## config.mk

```make
export PLATFORM = sky130hd
export DESIGN_NAME = mbox_rendezvous
export DESIGN_NICKNAME = d
export VERILOG_FILES = /design/src/rtl/mbox_pkg.sv /design/src/rtl/mbox_handshake.sv /design/src/rtl/mbox_ctrl.sv /design/src/rtl/mbox_rendezvous.sv
export SDC_FILE = /design/constraint.sdc
export NUM_CORES = 1
export LEC_CHECK = 0
export BUFFER_PORTS_ARGS = -buffer_cell sky130_fd_sc_hd__buf_2
export CAP_MARGIN = 40
export CORE_MARGIN = 2
export CORE_UTILIZATION = 30
export CTS_BUF_LIST = sky130_fd_sc_hd__clkbuf_4
export CTS_CLUSTER_SIZE = 24
export DETAILED_ROUTE_END_ITERATION = 16
export PLACE_DENSITY = 0.72
export SYNTH_ARGS = -nofsm -noshare
export SYNTH_HDL_FRONTEND = slang
export SYNTH_SLANG_ARGS = --single-unit
```

## constraint.sdc

```tcl
create_clock -name clk -period 0.9 [get_ports clk]
set_input_delay 0.18 -clock clk [delete_from_list [all_inputs] [get_ports clk]]
set_output_delay 0.18 -clock clk [all_outputs]
set_load 0.02 [all_outputs]
```

## src/rtl/mbox_pkg.sv

```systemverilog
package mbox_pkg;
    localparam int MB_DW     = 8;
    localparam int MB_DSR_N  = 4;
    localparam int MB_CMDF_W = 3;

    typedef enum logic [1:0] {
        PEND_NONE = 2'd0,
        PEND_WR   = 2'd1,
        PEND_RD   = 2'd2
    } pend_e;

    typedef struct packed {
        logic [MB_CMDF_W-1:0] free_bits;
        logic                 no_wait;
        logic                 svc_set;
        logic                 clr_sync;
        logic                 clr_par;
        logic                 rom_on;
    } cmd_word_t;

    function automatic cmd_word_t decode_cmd(input logic [MB_DW-1:0] d);
        cmd_word_t c;
        c = cmd_word_t'(d);
        return c;
    endfunction

    function automatic logic [MB_DW-1:0] pack_status(
        input logic [MB_DSR_N-1:0] dsr,
        input logic svc, input logic sync_e, input logic par_e, input logic sense);
        return {dsr, svc, sync_e, par_e, sense};
    endfunction
endpackage

```

## src/rtl/mbox_handshake.sv

```systemverilog
module mbox_handshake
    import mbox_pkg::*;
(
    input  logic             clk,
    input  logic             rst,
    input  logic             wait_mode,
    input  logic             loc_wr,
    input  logic             loc_rd,
    input  logic [MB_DW-1:0] loc_wdata,
    input  logic             mst_wr,
    input  logic             mst_rd,
    input  logic [MB_DW-1:0] mst_wdata,
    output logic [MB_DW-1:0] to_mst,
    output logic [MB_DW-1:0] from_mst,
    output logic             loc_wait,
    output logic             sync_evt,
    output logic             rd_pulse,
    output logic             wr_pulse
);
    pend_e pend_q, pend_d;
    logic  done_wr, done_rd;

    always_comb begin
        done_wr  = (pend_q == PEND_WR) && mst_rd;
        done_rd  = (pend_q == PEND_RD) && mst_wr;
        sync_evt = wait_mode && (mst_rd || mst_wr) && !done_wr && !done_rd;
        pend_d   = pend_q;
        unique case (pend_q)
            PEND_NONE: begin
                if (wait_mode && loc_wr)      pend_d = PEND_WR;
                else if (wait_mode && loc_rd) pend_d = PEND_RD;
            end
            PEND_WR: if (done_wr) pend_d = PEND_NONE;
            PEND_RD: if (done_rd) pend_d = PEND_NONE;
            default: pend_d = PEND_NONE;
        endcase
    end

    always_ff @(posedge clk) begin
        if (rst) begin
            pend_q   <= PEND_NONE;
            to_mst   <= '0;
            from_mst <= '0;
            rd_pulse <= 1'b0;
            wr_pulse <= 1'b0;
        end else begin
            pend_q   <= pend_d;
            rd_pulse <= mst_rd;
            wr_pulse <= mst_wr;
            if (loc_wr) to_mst   <= loc_wdata;
            if (mst_wr) from_mst <= mst_wdata;
        end
    end

    assign loc_wait = (pend_q != PEND_NONE);
endmodule

```

## src/rtl/mbox_ctrl.sv

```systemverilog
module mbox_ctrl
    import mbox_pkg::*;
(
    input  logic                 clk,
    input  logic                 rst,
    input  logic                 cmd_wr,
    input  logic [MB_DW-1:0]     cmd_data,
    input  logic                 sync_evt,
    input  logic                 par_evt,
    input  logic                 svc_clr,
    input  logic [MB_DSR_N-1:0]  dsr,
    input  logic                 sense,
    output logic                 wait_mode,
    output logic                 rom_en,
    output logic [MB_CMDF_W-1:0] cmd_bits,
    output logic                 svc,
    output logic [MB_DW-1:0]     status
);
    cmd_word_t cw;
    logic      sync_q, par_q;

    always_comb cw = decode_cmd(cmd_data);

    always_ff @(posedge clk) begin
        if (rst) begin
            wait_mode <= 1'b0;
            rom_en    <= 1'b1;
            cmd_bits  <= '0;
            svc       <= 1'b0;
            sync_q    <= 1'b0;
            par_q     <= 1'b0;
        end else begin
            if (cmd_wr) begin
                wait_mode <= !cw.no_wait;
                rom_en    <= cw.rom_on;
                cmd_bits  <= cw.free_bits;
            end
            svc    <= (svc    && !svc_clr)                 || (cmd_wr && cw.svc_set);
            sync_q <= (sync_q && !(cmd_wr && cw.clr_sync)) || sync_evt;
            par_q  <= (par_q  && !(cmd_wr && cw.clr_par))  || par_evt;
        end
    end

    assign status = pack_status(dsr, svc, sync_q, par_q, sense);
endmodule

```

## src/rtl/mbox_rendezvous.sv

```systemverilog
module mbox_rendezvous
    import mbox_pkg::*;
(
    input  logic                 clk,
    input  logic                 rst,
    input  logic                 loc_data_wr,
    input  logic                 loc_data_rd,
    input  logic [MB_DW-1:0]     loc_wdata,
    output logic [MB_DW-1:0]     loc_rdata,
    output logic                 loc_wait,
    input  logic                 loc_cmd_wr,
    output logic [MB_DW-1:0]     loc_stat,
    input  logic                 mst_wr_stb,
    input  logic                 mst_rd_stb,
    input  logic [MB_DW-1:0]     mst_wdata,
    output logic [MB_DW-1:0]     mst_rdata,
    input  logic                 mst_svc_clr,
    output logic [MB_CMDF_W-1:0] mst_cmd,
    output logic                 svc_req,
    output logic                 rom_en,
    input  logic                 par_err_in,
    input  logic [MB_DSR_N-1:0]  dsr_in,
    input  logic                 sense_in,
    output logic                 mst_rd_pulse,
    output logic                 mst_wr_pulse
);
    logic wait_mode;
    logic sync_evt;

    mbox_handshake u_hs (
        .clk       (clk),
        .rst       (rst),
        .wait_mode (wait_mode),
        .loc_wr    (loc_data_wr),
        .loc_rd    (loc_data_rd),
        .loc_wdata (loc_wdata),
        .mst_wr    (mst_wr_stb),
        .mst_rd    (mst_rd_stb),
        .mst_wdata (mst_wdata),
        .to_mst    (mst_rdata),
        .from_mst  (loc_rdata),
        .loc_wait  (loc_wait),
        .sync_evt  (sync_evt),
        .rd_pulse  (mst_rd_pulse),
        .wr_pulse  (mst_wr_pulse)
    );

    mbox_ctrl u_ctrl (
        .clk       (clk),
        .rst       (rst),
        .cmd_wr    (loc_cmd_wr),
        .cmd_data  (loc_wdata),
        .sync_evt  (sync_evt),
        .par_evt   (par_err_in),
        .svc_clr   (mst_svc_clr),
        .dsr       (dsr_in),
        .sense     (sense_in),
        .wait_mode (wait_mode),
        .rom_en    (rom_en),
        .cmd_bits  (mst_cmd),
        .svc       (svc_req),
        .status    (loc_stat)
    );
endmodule

```

# --- Word-level counts from Yosys, hierarchy flattened ---
# Index checks and enable logic that the tools add are counted.
totals:
  register_bits: 28
  latchBits: 0
  ram_bits: 0
  rom_bits: 0
  in_bits: 30
  output_inout_bits: 32
  elab_cells: 47
  memories: 0
classes:
  addsub: 0
  n_mul: 0
  div: 0
  magnitude_cmp: 0
  n_eq_ne: 5
  n_shift: 0
  muxes: 5
  bitwise: 0
  reduce_logical: 26
ops:
  columns: ["cell", "count"]
  rows:
  - ["$logic_and 1x1->1", 13]
  - ["$mux 2", 4]
  - ["$logic_not 1->1", 6]
  - ["$pmux 2 s3", 1]
  - ["$logic_or 1x1->1", 4]
  - ["$ne 2x1->1 const B", 2]
  - ["$ne 3x1->1 const B", 1]
  - ["$reduce_and 3->1", 1]
  - ["$eq 2x1->1 const B", 1]
  - ["$eq 2x2->1 const B", 1]
  - ["$logic_not 2->1", 1]
  - ["$reduce_bool 2->1", 1]

# --- Logic depth before layout (Yosys ltp) ---
depth:
  word_depth: 6
  mapped_depth: 4
  depth_no_buf: 3

# --- Modules after synthesis ---
# Synthesis repeated with hierarchy kept, for this count alone.
unflattened:
  hier_cells: 106
  area_unflattened_um2: 1108.6
modules_own_cells:
  columns: ["mod", "instances", "cells_per_inst", "area_each_um2", "seq_area_each_um2"]
  rows:
  - ["mbox_handshake", 1, 69, 754.5, 400.4]
  - ["mbox_ctrl", 1, 37, 354.1, 160.2]

# --- Worst setup path before layout ---
# No wires, ideal clock.
synth_path:
  kind: "register to register"
  startpoint: "register u_hs.pend_q[0]"
  endpoint: "register u_hs.pend_q[0]"
  setup_ns: 0.073
  arrival_ns: 0.787
  required_time_ns: 0.827
  slack_ns: 0.040
  stages_incl_launch_ff: 3
  n_path_buf: 0
  synth_period_minus_slack_ns: 0.860
  cell_sequence: "dfxtp_1 > mux2_2 > nor3_2"
synth_via:
  elab_chain_cells: 4
  elab_cells_between_ends: 10
  cone_classes: "eq/ne: 5; mux: 1; reduce/logical: 4"
synth_rtl:
  columns: ["item", "line_no", "source"]
  rows:
  - ["from (decl)", "mbox_handshake.sv:20", "pend_e pend_q, pend_d;"]
  - ["from (signal assigned)", "mbox_handshake.sv:47", "pend_q <= pend_d;"]
  - ["$eq 2x1->1 / $eq 2x2->1 (equally long branches)", "mbox_handshake.sv:24, mbox_handshake.sv:28, mbox_handshake.sv:25", null]
  - ["$logic_and 1x1->1 (on tied branches)", "mbox_handshake.sv:24, mbox_handshake.sv:25", null]
  - ["$ne 2x1->1 (no line)", null, null]
  - ["$reduce_and 3->1 (no line)", null, null]
# Parallel ways exist; a longest one is shown, timed or not.
# A chain may end at the register's enable or synchronous reset.

# --- Worst setup path in the final report ---
layout_path:
  startpoint: "register u_hs.pend_q[0]"
  endpoint: "output loc_wait"
layout_via:
  elab_chain_cells: 1
layout_rtl:
  columns: ["item", "line_no", "source"]
  rows:
  - ["$reduce_bool 2->1", "mbox_handshake.sv:55", "assign loc_wait = (pend_q != PEND_NONE);"]
  - ["to (decl)", "mbox_rendezvous.sv:10", "output logic loc_wait,"]
# Every way passes these cells.

==> metrics.md <==
| Metric | Value |
|---|---|
| Final Max Tran Viols | `0` |
| Final std cells w/o fill | `208` |
| Largest net degree at the start of global routing | `16` |
| Full die area | `0.00416 sq mm` |
| Clock transition at path regs | `0.15 ns` |
| CP endpoint kind | `primary output` |
| Tot GR Track Use | `12.7%` |
| Core region area | `0.00342 sq mm` |
| Critical Path Start Type | `flop` |
| Setup TNS | `-2.83 ns` |
| Routed Antenna Nets | `0` |
| Clk_lat worst skew | `0.32 ns` |
| Final period utilization | `135%` |
| Number of buffers and inverters on the critical path | `1` |
| CP top delay family | `flip-flops` |
| HP Start | `loc_wdata[4]` |
| Top cells by area, synth | `dfxtp_1 51%, mux2i_1 17%, nor2_1 7.5%` |
| TritonCTS clock tree | `yes` |
| Worst stage delay on the critical path | `0.35 ns` |
| # diodes | `0` |
| Final hold vios | `0` |
| Port buffer count | `51` |
| CTS Buf Count | `3` |
| Vias per Instance | `4.33` |
| Slew @ Worst Pin | `0.265 ns` |
| Setup CP Type | `flop to primary output` |
| Area share of the largest cell type after synthesis | `51.1%` |
| # clock sinks | `28` |
| Root Buffer | `clkbuf_4` |
| Yosys reg bits | `28` |
| Die H | `64.5 um` |
| Status | `finished with violations` |
| Mapped Area | `0.00110 sq mm` |
| First-pass GRT wire length | `4120 um` |
| Hold_buf cts | `0` |
| Vias in the first global route | `915` |
| Die Wd | `64.5 um` |
| First-pass iteration count of the detailed router | `4` |
| HP Class | `input port to flop` |
| Critical path peak fanout | `2` |
| Layout cells sized above 1 | `60.5%` |
| Unique cell type count in the Yosys netlist | `20` |
| Critical path's slowest cell | `dfxtp_2` |
| Sequential cell area fraction in the yosys report | `51.1%` |
| Final setup margin | `-0.316 ns` |
| Crit Reg-Reg Startpoint | `u_hs.pend_q[0]$_SDFFE_PP0P_` |
| First DRT Iteration DRCs | `52` |
| Hold path cells | `2` |
| I/O pin count | `62` |
| Via count | `900` |
| Site row count | `21` |
| FILL cells | `325` |
| Final Critical Period | `1.22 ns` |
| Required time of the critical path | `0.72 ns` |
| Initial antenna violation count | `0` |
| Failing checks | `negative setup slack` |
| CTS max path bufs | `2` |
| Initial core utilization | `32.1%` |
| Detailed-placement wirelength estimate | `1630 um` |
| Crit-path cells | `or2_4, buf_6` |
| Avg Inst Size Synth | `10.3 sq um` |
| Yosys warnings | `0` |
| Rel. slew slack | `82.1%` |
| Cells after synthesis | `107` |
| Peak supply drop | `0.000484 V` |
| Dpl cells | `198` |
| Final Setup Violations | `30` |
| Max-cap violation count | `0` |
| Final net count | `193` |
| Post-synth net total | `137` |
| R2R setup slack | `-0.19 ns` |
| Total gr overflow | `0` |
| Power per standard cell area | `1460 mW/mm^2` |
| WP data arrival | `1.04 ns` |
| Reg-to-reg critical path endpoint | `u_hs.pend_q[0]$_SDFFE_PP0P_` |
| Worst-case clock skew | `0.00447 ns` |
| Syn-to-layout area delta | `51.4%` |
| Number of H-tree levels | `1` |
| Routability cong. | `0.727` |
| Reg2Reg Depth | `4` |
| RSZ-0062 raised after global routing | `yes` |
| Cell accounting for the most synthesized area | `dfxtp_1` |
| Final Core Density | `48.6%` |
| Leakage | `0.000797 uW` |
| Worst hold endpoint | `u_ctrl.wait_mode$_SDFFE_PP0P_` |
| Fmax | `822 MHz` |
| WL/cell | `12.0 um` |
| DRT Wirelength | `2500 um` |
| # DRC | `0` |
## power by group
part           switching (uW)  leakage (uW)  internal, uW
clock network             365     0.0000154           162
registers                51.2      0.000240          1330
logic                     241      0.000542           288
## layout by cell type, fill, tap and decap left out
master | netlist | routed
mux2i_1 | 19 | 19
buf_2 | 3 | 24
nand2b_1 | 1 | 1
nor2_1 | 22 | 22
a211o_1 | 1 | 1
nand3b_1 | 4 | 4
nor3_2 | 2 | 2
a21oi_1 | 3 | 3
clkinv_1 | 0 | 1
dfxtp_2 | 0 | 26
clkbuf_4 | 0 | 3
nand2_1 | 4 | 4
a211oi_1 | 1 | 1
or2_4 | 0 | 1
mux2_4 | 0 | 1
nor4bb_1 | 1 | 1
buf_12 | 0 | 1
nor2b_1 | 2 | 2
inv_1 | 1 | 1
buf_6 | 1 | 29
buf_4 | 9 | 11
dfxtp_1 | 28 | 2
o21ai_1 | 0 | 2
## layer usage
metal	track usage, %	vias up	routed length [um]	share of wire, %
li1	-	457	-	-
met1	16.1	411	1110	44
met2	21.4	30	1230	49
met3	2.95	2	162	6.5
met4	4.26	0	7	0.28
met5	0	-	0	0
## layout make-up
type	count	area, sq um	area share [%]
clock buffer	3	22.5	1.36
clock inverter	1	3.75	0.226
inverter	1	3.75	0.226
multi-input combinational	64	432	26.0
tap	46	57.6	3.46
sequential	28	593	35.7
timing repair buffer	65	549	33.1
## registers in the layout, indices dropped and copies added (netlist names), 2 cells and up
signal / count
u_hs.to_mst: 8
u_ctrl.cmd_bits: 3
u_hs.from_mst: 8
u_hs.pend_q: 2
## how the worst max path moves through the flow
stage | from | end | slack (ns) | cells past startpoint
6_report | u_hs.pend_q[0]$_SDFFE_PP0P_ | loc_wait | -0.32 | 2
5_1_grt | u_hs.pend_q[0]$_SDFFE_PP0P_ | loc_wait | -0.38 | 2
4_1_cts | u_hs.pend_q[0]$_SDFFE_PP0P_ | loc_wait | -0.33 | 2
3_5_place_dp | loc_data_wr | u_hs.to_mst[5]$_SDFFE_PP0P_ | -0.03 | 4
3_3_place_gp | loc_data_wr | u_hs.pend_q[1]$_SDFFE_PP0P_ | -0.02 | 4
2_1_floorplan | u_hs.pend_q[0]$_SDFFE_PP0P_ | u_hs.pend_q[0]$_SDFFE_PP0P_ | 0.04 | 2
## cells by family (layout without fill, tap and decap cells)
logic type | count (synthesis) | after routing | share of synthesized area, %
buffers and inverters | 15 | 70 | 10.1
flip-flops | 28 | 28 | 51.1
AO/OA/AOI/OAI | 7 | 7 | 3.76
AND/OR/NAND/NOR | 37 | 37 | 16.6
multiplexers | 20 | 20 | 18.4
## metrics by stage
| step | setup WS, ns | total power, uW | hold WS, ns | cell area (sq um) |
|---|---|---|---|---|
| global placement | -0.0242 | 1790 | 0.360 | 1380 |
| finish | -0.316 | 2430 | 0.0490 | 1660 |
| global route | -0.375 | 2580 | 0.00768 | 1660 |
| detailed placement | -0.0261 | 1790 | 0.360 | 1380 |
| CTS | -0.326 | 2450 | 0.0346 | 1640 |
| floorplan | 0.0397 | 1670 | 0.279 | 1100 |
## synthesized netlist by cell type
master,count
nor2_1,22
a21oi_1,3
buf_4,9
nand2b_1,1
a211o_1,1
nand2_1,4
inv_1,1
mux2i_1,19
clkbuf_8,1
mux2_2,1
buf_6,1
nor4bb_1,1
a211oi_1,1
dfxtp_1,28
nand3b_1,4
or2_2,1
buf_2,3
nor3_2,2
o21ai_0,2
nor2b_1,2
## repair_timing
item | 4_1_cts | 5_1_grt
gates resized for setup | 85 | 2
buffers inserted | 4 | 3
pin swaps | 2 | 2
setup endpoints to repair | 28 | 30
No activity file was read; power rests on OpenSTA's default activity.
